**src/rtl/trap_conflict_pkg.sv**
```systemverilog
package trap_conflict_pkg;

    typedef enum logic [1:0] {
        PH_IDLE = 2'd0,
        PH_WAIT = 2'd1,
        PH_ACKD = 2'd2,
        PH_SERV = 2'd3
    } trap_phase_e;

    function automatic logic phase_handled(trap_phase_e p);
        return (p == PH_ACKD) || (p == PH_SERV);
    endfunction

    function automatic logic phase_active(trap_phase_e p);
        return p != PH_IDLE;
    endfunction

endpackage

```
**src/rtl/trap_slot.sv**
```systemverilog
module trap_slot
    import trap_conflict_pkg::*;
(
    input  logic        clk,
    input  logic        rst,
    input  logic        arm,
    input  logic        ack_hit,
    input  logic        done_hit,
    output trap_phase_e phase
);

    always_ff @(posedge clk) begin
        if (rst) begin
            phase <= PH_IDLE;
        end else begin
            unique case (phase)
                PH_IDLE: if (arm)      phase <= PH_WAIT;
                PH_WAIT: if (ack_hit)  phase <= PH_ACKD;
                PH_ACKD: phase <= done_hit ? PH_IDLE : PH_SERV;
                PH_SERV: if (done_hit) phase <= PH_IDLE;
                default: phase <= PH_IDLE;
            endcase
        end
    end

endmodule

```
**src/rtl/trap_select.sv**
```systemverilog
module trap_select #(
    parameter int NUM_TRAPS = 4,
    localparam int IDX_W = (NUM_TRAPS > 1) ? $clog2(NUM_TRAPS) : 1
) (
    input  logic [NUM_TRAPS-1:0] busy,
    output logic                 any,
    output logic [IDX_W-1:0]     idx
);

    always_comb begin
        any = 1'b0;
        idx = '0;
        for (int i = NUM_TRAPS - 1; i >= 0; i--) begin
            if (busy[i]) begin
                any = 1'b1;
                idx = IDX_W'(i);
            end
        end
    end

endmodule

```
**src/rtl/trap_conflict_unit.sv**
```systemverilog
module trap_conflict_unit
    import trap_conflict_pkg::*;
#(
    parameter int NUM_TRAPS = 4,
    localparam int IDX_W = (NUM_TRAPS > 1) ? $clog2(NUM_TRAPS) : 1,
    localparam int VEC_W = $clog2(NUM_TRAPS + 1)
) (
    input  logic                 clk,
    input  logic                 rst,
    input  logic                 por,
    input  logic [NUM_TRAPS-1:0] trap_req,
    input  logic                 ack,
    input  logic                 done,
    input  logic                 flag_clr,
    output logic                 stall,
    output logic [VEC_W-1:0]     vec_idx,
    output logic                 ipl3,
    output logic                 rst_req,
    output logic                 conflict_flag
);

    trap_phase_e            phase [NUM_TRAPS];
    logic [NUM_TRAPS-1:0]   busy;
    logic [NUM_TRAPS-1:0]   handled;
    logic [NUM_TRAPS-1:0]   above_busy;
    logic [NUM_TRAPS-1:0]   arm;
    logic [NUM_TRAPS-1:0]   ack_hit;
    logic [NUM_TRAPS-1:0]   done_hit;
    logic                   sel_any;
    logic [IDX_W-1:0]       sel_idx;
    logic                   clash;
    logic                   sel_waiting;
    logic                   sel_handled;

    // A source is blocked (and a request on it clashes) when any more urgent one is active
    always_comb begin
        logic acc;
        acc = 1'b0;
        for (int i = 0; i < NUM_TRAPS; i++) begin
            busy[i]       = phase_active(phase[i]);
            handled[i]    = phase_handled(phase[i]);
            above_busy[i] = acc;
            acc           = acc | busy[i];
        end
    end

    assign clash = |(trap_req & above_busy);

    trap_select #(.NUM_TRAPS(NUM_TRAPS)) u_sel (
        .busy (busy),
        .any  (sel_any),
        .idx  (sel_idx)
    );

    assign sel_waiting = sel_any && (phase[sel_idx] == PH_WAIT);
    assign sel_handled = sel_any && phase_handled(phase[sel_idx]);

    generate
        for (genvar g = 0; g < NUM_TRAPS; g++) begin : g_slot
            assign arm[g]      = trap_req[g] && !above_busy[g] && !rst_req;
            assign ack_hit[g]  = ack  && sel_waiting && (sel_idx == IDX_W'(g));
            assign done_hit[g] = done && sel_handled && (sel_idx == IDX_W'(g));

            trap_slot u_slot (
                .clk      (clk),
                .rst      (rst),
                .arm      (arm[g]),
                .ack_hit  (ack_hit[g]),
                .done_hit (done_hit[g]),
                .phase    (phase[g])
            );
        end
    endgenerate

    always_ff @(posedge clk) begin
        if (rst) begin
            rst_req <= 1'b0;
        end else if (clash) begin
            rst_req <= 1'b1;
        end
    end

    // Sticky cause: survives rst, only power-on or software clear it
    always_ff @(posedge clk) begin
        if (por) begin
            conflict_flag <= 1'b0;
        end else if (clash && !rst) begin
            conflict_flag <= 1'b1;
        end else if (flag_clr) begin
            conflict_flag <= 1'b0;
        end
    end

    assign stall   = sel_waiting;
    assign ipl3    = |handled;
    assign vec_idx = sel_any ? (VEC_W'(sel_idx) + VEC_W'(1)) : '0;

endmodule

```
**config.mk**
```make
export PLATFORM = sky130hd
export DESIGN_NAME = trap_conflict_unit
export DESIGN_NICKNAME = d
export VERILOG_FILES = /design/src/rtl/trap_conflict_pkg.sv /design/src/rtl/trap_slot.sv /design/src/rtl/trap_select.sv /design/src/rtl/trap_conflict_unit.sv
export SDC_FILE = /design/constraint.sdc
export NUM_CORES = 1
export LEC_CHECK = 0
export BUFFER_PORTS_ARGS = -buffer_cell sky130_fd_sc_hd__buf_4
export CAP_MARGIN = 0
export CORE_MARGIN = 5
export CORE_UTILIZATION = 52
export CTS_BUF_LIST = sky130_fd_sc_hd__clkbuf_8 sky130_fd_sc_hd__clkbuf_16
export DETAILED_ROUTE_END_ITERATION = 7
export MAX_ROUTING_LAYER = met4
export PLACE_DENSITY_LB_ADDON = 0.25
export SLEW_MARGIN = 30
export SYNTH_ARGS = -nofsm -noshare
export SYNTH_HDL_FRONTEND = slang
export SYNTH_HIERARCHICAL = 1
export SYNTH_SLANG_ARGS = --single-unit
```
**constraint.sdc**
```tcl
create_clock -name clk -period 3.65 [get_ports clk]
set_input_delay 1.095 -clock clk [delete_from_list [all_inputs] [get_ports clk]]
set_output_delay 1.095 -clock clk [all_outputs]
set_load 0.02 [all_outputs]
```
-- After elaboration in Yosys (flattened, before gate mapping)
Cells that the tools add are included.
- flip-flop bits (word level): 10
- bits of input ports: 10
- output and inout port bits: 7
- word-level logic and storage cells: 122
- $add $sub $neg: 1
- magnitude comparators: 1
- equal/unequal tests: 30
- muxes and demuxes: 34
- bitwise gates (word level): 4
- reduce and logical (&&, ||, !) cells: 46
- operators with widths (kind ; number):
    2-bit 2-to-1 mux ; 22
    2-bit one-hot mux with 4 select lines ; 4
    2-bit equality test (second input constant) ; 12
    2-bit by 1-bit != test with 1-bit output (second input constant) ; 12
    1-bit logical AND ; 20
    2-bit by 1-bit equality test with 1-bit output (second input constant) ; 6
    3-bit AND reduction ; 4
    2-bit zero test ; 5
    2-bit nonzero test ; 5
    4-bit OR reduction ; 2
    1-bit 2-to-1 mux ; 6
    1-bit zero test ; 5
    1-bit logical OR ; 5
    4-bit bitwise AND ; 1
    2-bit binary-select mux with 2-bit select ; 1
    2-bit by 1-bit adder with 3-bit output (second input constant) ; 1
    3-bit >= comparator (second input constant) ; 1
    3-bit 2-to-1 mux ; 1
    2-bit NOT with 3-bit output ; 1
    1-bit bitwise OR ; 2

-- Depth between registers and ports, before layout
Gate-level depths: netlist of the first run.
- word-level depth: 16
- mapped depth: 9
- gate-level depth less buffers: 9

-- By module
Netlist of the first run, hierarchy kept.
- modules (own cells, without submodules) (module ; instances ; cells an instance ; area an instance (µm²) ; seq. area each (µm²)):
    trap_conflict_unit ; 1 ; 49 ; 380.4 ; 40.0
    trap_slot ; 4 ; 9 ; 86.3 ; 40.0
    trap_select ; 1 ; 7 ; 35.0 ; 0.0

-- Worst setup path before layout of the first run
OpenSTA, ideal clock, no wires.
- path kind: reg-to-output
- start point: register g_slot[0].u_slot.phase[1]
- end point: output stall
- arrival: 2.041 ns
- required time: 2.555 ns
- path slack: 0.514 ns
- cell stages (with the launch flop): 7
- path buffers: 1
- path through: dfxtp_1 > or2_2 > clkbuf_1 > nor3_1 > mux4_2 > and2b_1 > and2_1
- cells in the longest elaborated chain, start to end: 8
- elaborated cells on any way between the ends: 9
- classes of those cells: 1 x eq/ne; 5 x mux; 1 x bitwise; 2 x reduce/logical
- RTL lines (element ; RTL line ; source):
    start: declaration ; trap_slot.sv:9 ; output trap_phase_e phase
    start signal: assignment ; trap_slot.sv:19 ; PH_ACKD: phase <= done_hit ? PH_IDLE : PH_SERV;
    2-bit nonzero test ; trap_conflict_pkg.sv:15 ; return p != PH_IDLE;
    via above_busy[1] ; trap_conflict_unit.sv:25 ; logic [NUM_TRAPS-1:0] above_busy;
    2-bit 2-to-1 mux ; trap_select.sv:14 ; if (busy[i]) begin
    via sel_idx[1] ; trap_conflict_unit.sv:30 ; logic [IDX_W-1:0] sel_idx;
    2-bit NOT with 3-bit output (not written as such) ; trap_conflict_unit.sv:55 ; assign sel_waiting = sel_any && (phase[sel_idx] == PH_WAIT);
    2-bit binary-select mux with 2-bit select ; trap_conflict_unit.sv:55 ;
    2-bit 2-to-1 mux (not written as such) (2 in a row) ; trap_conflict_unit.sv:55 ;
    2-bit by 1-bit equality test with 1-bit output ; trap_conflict_unit.sv:55 ;
    1-bit logical AND ; trap_conflict_unit.sv:55 ;
    end: declaration ; trap_conflict_unit.sv:15 ; output logic stall,
The timed path passes the listed nets, and every way through them passes these cells. The select of a mux whose other input is x is not followed.

-- Worst setup path after layout of the first run
- start point: register g_slot[1].u_slot.phase[1]
- end point: output stall
- cells in the longest elaborated chain, start to end: 9
- elaborated cells on any way between the ends: 11
- classes of those cells: 1 x eq/ne; 7 x mux; 1 x bitwise; 2 x reduce/logical
- RTL lines (element ; RTL line ; source):
    start: declaration ; trap_slot.sv:9 ;
    start signal: assignment ; trap_slot.sv:19 ;
    2-bit nonzero test ; trap_conflict_pkg.sv:15 ;
    via busy[1] ; trap_conflict_unit.sv:23 ; logic [NUM_TRAPS-1:0] busy;
    2-bit 2-to-1 mux (2 in a row) ; trap_select.sv:14 ;
    via sel_idx[0] ; trap_conflict_unit.sv:30 ;
    2-bit NOT with 3-bit output (not written as such) ; trap_conflict_unit.sv:55 ;
    2-bit binary-select mux with 2-bit select ; trap_conflict_unit.sv:55 ;
    2-bit 2-to-1 mux (not written as such) (2 in a row) ; trap_conflict_unit.sv:55 ;
    2-bit by 1-bit equality test with 1-bit output ; trap_conflict_unit.sv:55 ;
    1-bit logical AND ; trap_conflict_unit.sv:55 ;
The timed path passes the listed nets, and every way through them passes these cells. The select of a mux whose other input is x is not followed.

==> flow_summary_export.csv, run 1 <==
group,metric,value,unit
route,num_vias,734,
critical_path,critPathLaunchType,"register",
sta,fin_skew,0.00448,ns
synthesis,ys_async_sr_fraction,0,%
sta,final.setup.tns,0,ns
route,via_per_inst,5.87,
cts,cts_buffers,3,
die,rows,13,
synthesis,syn_avg_cell_area,8.27,um^2
critical_path,critPathMaxFanout,9,
die,die_x,48.3,um
pwr,power_leakage,0.444,nW
cts,clock_path_buffers,2,
route,routedWlPerCell,14.5,um
global_route,grt_max_degree,11,
placement,numPortBuffers,16,
die,ios,17,
layout,final_area,942,um^2
critical_path,crit_type,"reg -> out",
sta,rsz0062_at_grt,"false",
sta,period_minus_slack,3.46,ns
layout,n_fill_cell,116,
pwr,vdd_drop_max,0.269,mV
pwr,seq_power_share,31.7,%
placement,detailed_place_hpwl,1330,um
synthesis,netlist.area_leader.share,26.3,%
critical_path,arrival,2.37,ns
layout,fin_cells,125,
cts,htreeDepth,1,
synthesis,yosysSeqAreaShare,26.3,%
flow_run,timing.max_cap.violations,0,
synthesis,synthCells,92,
layout,area_growth,23.8,%
pwr,power,0.428,mW
route,drt-total-wl,1820,um
cts,cts_sinks,10,
route,drt_iter0_markers,31,
route,route.antenna.remaining_nets,0,
worst_hold_path,worstHoldPathType,"reg -> reg",
synthesis,synth_nets,106,
sta,slew_headroom,74.0,%
placement,place.gp.congestion,0.920,
synthesis,synth_top_area_cell,"dfxtp_1",
die,dieArea,2330,um^2
status,status,"completed",
synthesis,synth_area_leaders,"dfxtp_1 26%, and2_1 6.6%, ha_1 6.6%",
critical_path,reg2reg_slack,0.96,ns
route,route.detailed.drc,0,
critical_path,reg2reg_from,"g_slot[1].u_slot/phase[1]$_SDFFE_PP0P_",
global_route,grt_pass1_vias,696,
critical_path,reg2reg_to,"g_slot[2].u_slot/phase[0]$_SDFFE_PP0P_",
die,chipHeight,48.3,um
route,drt_pre_antenna_iters,4,
sta,fin_crit_sh,94.9,%
synthesis,synth_edf_count,0,
cts,clock_latency,0.23,ns
placement,dp_slack,0.421,ns
pwr,p_sw,0.151,mW
global_route,overflow,0,
pwr,comb_power_share,41.8,%
synthesis,ys.flop_type,"dfxtp_1",
synthesis,yosysMostFrequentCell,"dfxtp_1",
sta,setup-violations-final,0,
sta,holdWs,0.486,ns
sta,final_max_slew_viol_count,0,
sta,tightest_slew,0.388,ns
placement,dp_cells,122,
cts,cts_setup_buffers,0,
synthesis,yosysUniqueCellTypes,28,
synthesis,ys_warn_count,6,
critical_path,endpoint_kind,"output port",
sta,hold_viol,0,
global_route,grt_pass1_wl,3040,um
layout,num_antenna_cells,0,
synthesis,synth_top_cells_by_count,"10 x dfxtp_1, 8 x a21oi_1, 8 x and2_1",
die,initial_core_util,56.3,%
die,core-area,1350,um^2
pwr,power_density,455,nW/um^2
synthesis,syn-cell-area,761,um^2
layout,layout-drive-gt1-share,23.6,%
pwr,intPower,0.277,mW
layout,final_nets,126,
cts,cts_tree,"built",
sta,fin_ws,0.186,ns
pwr,swShare,35.4,%
global_route,antenna_found_initial,0,
critical_path,startpoint,"g_slot[1].u_slot/phase[1]$_SDFFE_PP0P_",
critical_path,r2r_cells,8,
cts,path_clk_slew,0.05,ns
layout,final_util,69.8,%
critical_path,crit_end,"stall",
critical_path,cp.required,2.55,ns
global_route,grt_usage,19.1,%
placement,placed_area,896,um^2
pwr,clkPwrFrac,26.5,%
cts,ctsRootBufferMaster,"clkbuf_8",
sta,fmax,289,MHz
synthesis,ys_ff_latch,10,
layout make-up:
| cell class | instances | area [um^2] | share of cell area, % |
|---|---|---|---|
| inverters | 5 | 18.8 | 1.99 |
| flip-flops and latches | 10 | 200 | 21.2 |
| well taps | 15 | 18.8 | 1.99 |
| multi-input cells | 76 | 543 | 57.6 |
| repair buffers | 16 | 120 | 12.7 |
| clock buffers | 3 | 41.3 | 4.38 |
sequential cells by signal (all words and copies together) (netlist names):
name,flops
rst_req,1
g_slot.u_slot/phase,8
conflict_flag,1
power by group through the flow:
stage          Combinational [mW]  Sequential, mW  Clock [mW]
3_5_place_dp                0.174           0.138           0
6_report                    0.179           0.136       0.113
4_1_cts                     0.177           0.135       0.118
5_1_grt                     0.199           0.138       0.123
2_1_floorplan               0.117           0.138           0
3_3_place_gp                0.172           0.137           0
logic make-up after synthesis:
kind of cell	count (synthesis)	synth area share, %
AO/OA/AOI/OAI	19	16.4
AND/OR/NAND/NOR	51	41.8
flip-flops	10	26.3
adder cells (fa/ha/maj)	4	6.58
multiplexers	2	5.92
buffers and inverters	6	2.96
critical path, cell delays in order, from the launching register on:
cell and delay, ns:
dfxtp_1 0.49, or2_2 0.22, inv_1 0.06, a21oi_2 0.31
mux4_2 0.58, and2b_1 0.22, and2_1 0.12, buf_4 0.13
cell usage in the layout (no fill, tap or decap), types with 5 or more instances in the layout:
| cell type | n |
|---|---|
| buf_4 | 16 |
| dfxtp_1 | 10 |
| and2_1 | 8 |
| a21oi_1 | 8 |
| and2b_1 | 6 |
| and3_1 | 6 |
| nor2_1 | 5 |
| inv_1 | 5 |
| nor2b_1 | 5 |
| nand2b_1 | 5 |
metal layers:
metal  track usage (%)  wire (um)  up-vias
li1                  -          -      363
met3              4.43        103        2
met1              24.5        878      344
met4              6.45         11        0
met2              29.2        822       25
met5                 -          0        -
what timing repair did:
action                                  CTS  global route
hold buffers                              0             0
resized for setup                         0             1
endpoints found under the setup margin    0             1
how the worst min path moves through the flow:
stage                                      startpoint                                endpoint  slack [ns]  depth (start not counted)
6_report                   conflict_flag$_SDFFE_PP0P_              conflict_flag$_SDFFE_PP0P_        0.49                          2
5_1_grt                    conflict_flag$_SDFFE_PP0P_              conflict_flag$_SDFFE_PP0P_        0.52                          2
3_5_place_dp               conflict_flag$_SDFFE_PP0P_              conflict_flag$_SDFFE_PP0P_        0.47                          2
4_1_cts                    conflict_flag$_SDFFE_PP0P_              conflict_flag$_SDFFE_PP0P_        0.49                          2
3_3_place_gp               conflict_flag$_SDFFE_PP0P_              conflict_flag$_SDFFE_PP0P_        0.46                          2
2_1_floorplan  g_slot[0].u_slot/phase[0]$_SDFFE_PP0P_  g_slot[0].u_slot/phase[1]$_SDFFE_PP0P_        0.48                          2
(Power assumes the default switching activity.)
==> run 2: changes to the inputs <==
SETUP_SLACK_MARGIN = 0.4   (was not set)
==> run 2 against run 1 <==
  * Core utilization increased by 7.1 points
  * Maximum frequency is 9.9% higher
  * Wire length rose by 10%
  * Clock-buffer cell count unchanged
  * Clock power barely moved
  * Hold slack worse by 0.0038 ns
  * Largest power group unchanged
  * Sequential power about the same
  * Non-clock buffer count up 6
  * First-iteration DRC count is 6.5% higher
  * Clock skew up 0.00051 ns
  * Global-route usage up 0.79 points
  * Die area is the same
==> flow_summary_export.csv, run 2 (synthesis results as in run 1) <==
group,metric,value,unit
die,dieArea,2330,um^2
sta,slew_headroom,80.8,%
layout,multi_input_area,579,um^2
global_route,grt_pass1_wl,3150,um
layout,largest_register_ffs,8,
cts,cts_buffers,3,
worst_hold_path,worstHoldPathType,"reg -> reg",
route,drt_iter0_markers,33,
route,drt-total-wl,2000,um
global_route,grt_usage,19.9,%
global_route,antenna_found_initial,0,
layout,final_nets,132,
global_route,grt_max_degree,11,
pwr,power_leakage,0.483,nW
layout,reg_top3,"g_slot.u_slot/phase x8, conflict_flag x1, rst_req x1",
critical_path,cp_slowest_stage_delay,0.53,ns
die,rows,13,
layout,final_util,76.9,%
critical_path,reg2reg_to,"g_slot[2].u_slot/phase[0]$_SDFFE_PP0P_",
cts,clock_path_buffers,2,
critical_path,critPathMaxFanout,9,
critical_path,arrival,2.06,ns
global_route,grt_pass1_vias,722,
cts,hold_buffers,0,
critical_path,r2r_cells,9,
die,chipHeight,48.3,um
layout,top_register,"g_slot.u_slot/phase",
critical_path,cp.required,2.55,ns
route,route.detailed.drc,0,
layout,mostFrequentLayoutCell,"buf_4",
layout,seq_area,211,um^2
route,route.antenna.remaining_nets,0,
sta,final_max_slew_viol_count,0,
layout,num_antenna_cells,0,
critical_path,critPathLaunchType,"register",
sta,period_minus_slack,3.15,ns
route,drt_pre_antenna_iters,4,
sta,holdWs,0.482,ns
flow_run,timing.max_cap.violations,0,
critical_path,reg2reg_from,"g_slot[1].u_slot/phase[1]$_SDFFE_PP0P_",
cts,cts_tree,"built",
route,routedWlPerCell,15.3,um
cts,htreeDepth,1,
sta,fin_crit_sh,86.3,%
critical_path,endpoint_kind,"output port",
sta,final.setup.tns,0,ns
cts,cts_sinks,10,
pwr,power_density,446,nW/um^2
global_route,overflow,0,
critical_path,reg2reg_slack,1.14,ns
die,ios,17,
sta,rsz0062_at_grt,"false",
sta,fmax,317,MHz
placement,detailed_place_hpwl,1330,um
status,status,"completed",
cts,ctsRootBufferMaster,"clkbuf_8",
sta,fin_ws,0.499,ns
sta,fin_skew,0.00498,ns
pwr,vdd_drop_max,0.293,mV
die,die_x,48.3,um
placement,dp_slack,0.421,ns
sta,setup-violations-final,0,
die,core-area,1350,um^2
sta,tightest_slew,0.286,ns
layout,area_growth,36.5,%
cts,clock_latency,0.23,ns
critical_path,crit_end,"stall",
critical_path,startpoint,"g_slot[1].u_slot/phase[1]$_SDFFE_PP0P_",
critical_path,crit_chain,"or2_4 > inv_1 > a21oi_4 > mux4_2 > and2b_1 > and2_4 > buf_6",
placement,numPortBuffers,16,
placement,place.gp.congestion,0.920,
route,via_per_inst,5.77,
worst_hold_path,min-delay-start,"conflict_flag$_SDFFE_PP0P_",
critical_path,crit_type,"reg -> out",
route,num_vias,756,
sta,hold_viol,0,
critical_path,slowest_stage,"mux4_2",
die,initial_core_util,56.3,%
cts,path_clk_slew,0.05,ns
layout,layout-drive-gt1-share,35.3,%
layout,n_fill_cell,96,
layout,layout_common_cells,"21 x buf_4, 8 x a21oi_1, 7 x and2_1",
==> run 2: cell types whose count changed in the layout (fill, tap and decap cells not counted), moves of 2 or more <==
cell | before | now
dfxtp_2 | 0 | 3
or2_4 | 0 | 2
dfxtp_1 | 10 | 5
dfxtp_4 | 0 | 2
or2_2 | 3 | 1
buf_4 | 16 | 21
==> run 2: critical path, delay by kind of cell (launching register included) <==
kind / cells / cell delay [ns]
compound gates: 1 / 0.17
buf+inv: 2 / 0.18
flops: 1 / 0.41
mux: 1 / 0.53
simple gates: 3 / 0.54
==> run 2: cell type report <==
cell class,instances,area share (%)
timing repair buffer,22,16.3
tap,15,1.81
clock buffer,3,3.98
multi-input combinational,76,55.8
inverter,5,1.81
sequential,10,20.4
==> run 2: metal layers <==
metal  vias up  GRT usage [%]  share of wire (%)
met3         4           5.54                6.7
met5         -              -                  0
met2        25           29.7                 46
met4         0           7.53               0.95
met1       351           25.2                 46
li1        376              -                  -
==> run 2: report_power, final <==
group	switching [mW]	leakage, nW	internal (mW)
Sequential	0.0145	0.0847	0.121
Clock	0.0419	0.0216	0.0722
Combinational	0.108	0.377	0.105
Total	0.165	0.483	0.299
==> run 2: timing repair <==
| action | 4_1_cts | 5_1_grt |
|---|---|---|
| setup buffers | 2 | 4 |
| endpoints found under the setup margin | 2 | 1 |
| pin swaps | 2 | 3 |
| resized for setup | 8 | 10 |
==> run 2: metrics by stage <==
stage | power (mW) | cells | cell area (um^2)
2_1_floorplan | 0.254 | 92 | 761
3_3_place_gp | 0.309 | 122 | 896
3_5_place_dp | 0.312 | 122 | 896
4_1_cts | 0.446 | 127 | 980
5_1_grt | 0.495 | 131 | 1040
6_report | 0.463 | 131 | 1040
==> run 2: worst min-delay path by stage <==
stage                                                  end  slack (ns)  cells after the start
CTS                             conflict_flag$_SDFFE_PP0P_        0.49                      2
global route                    conflict_flag$_SDFFE_PP0P_        0.52                      2
floorplan           g_slot[0].u_slot/phase[1]$_SDFFE_PP0P_        0.48                      2
finish                          conflict_flag$_SDFFE_PP0P_        0.48                      2
detailed placement              conflict_flag$_SDFFE_PP0P_        0.47                      2
global placement                conflict_flag$_SDFFE_PP0P_        0.46                      2
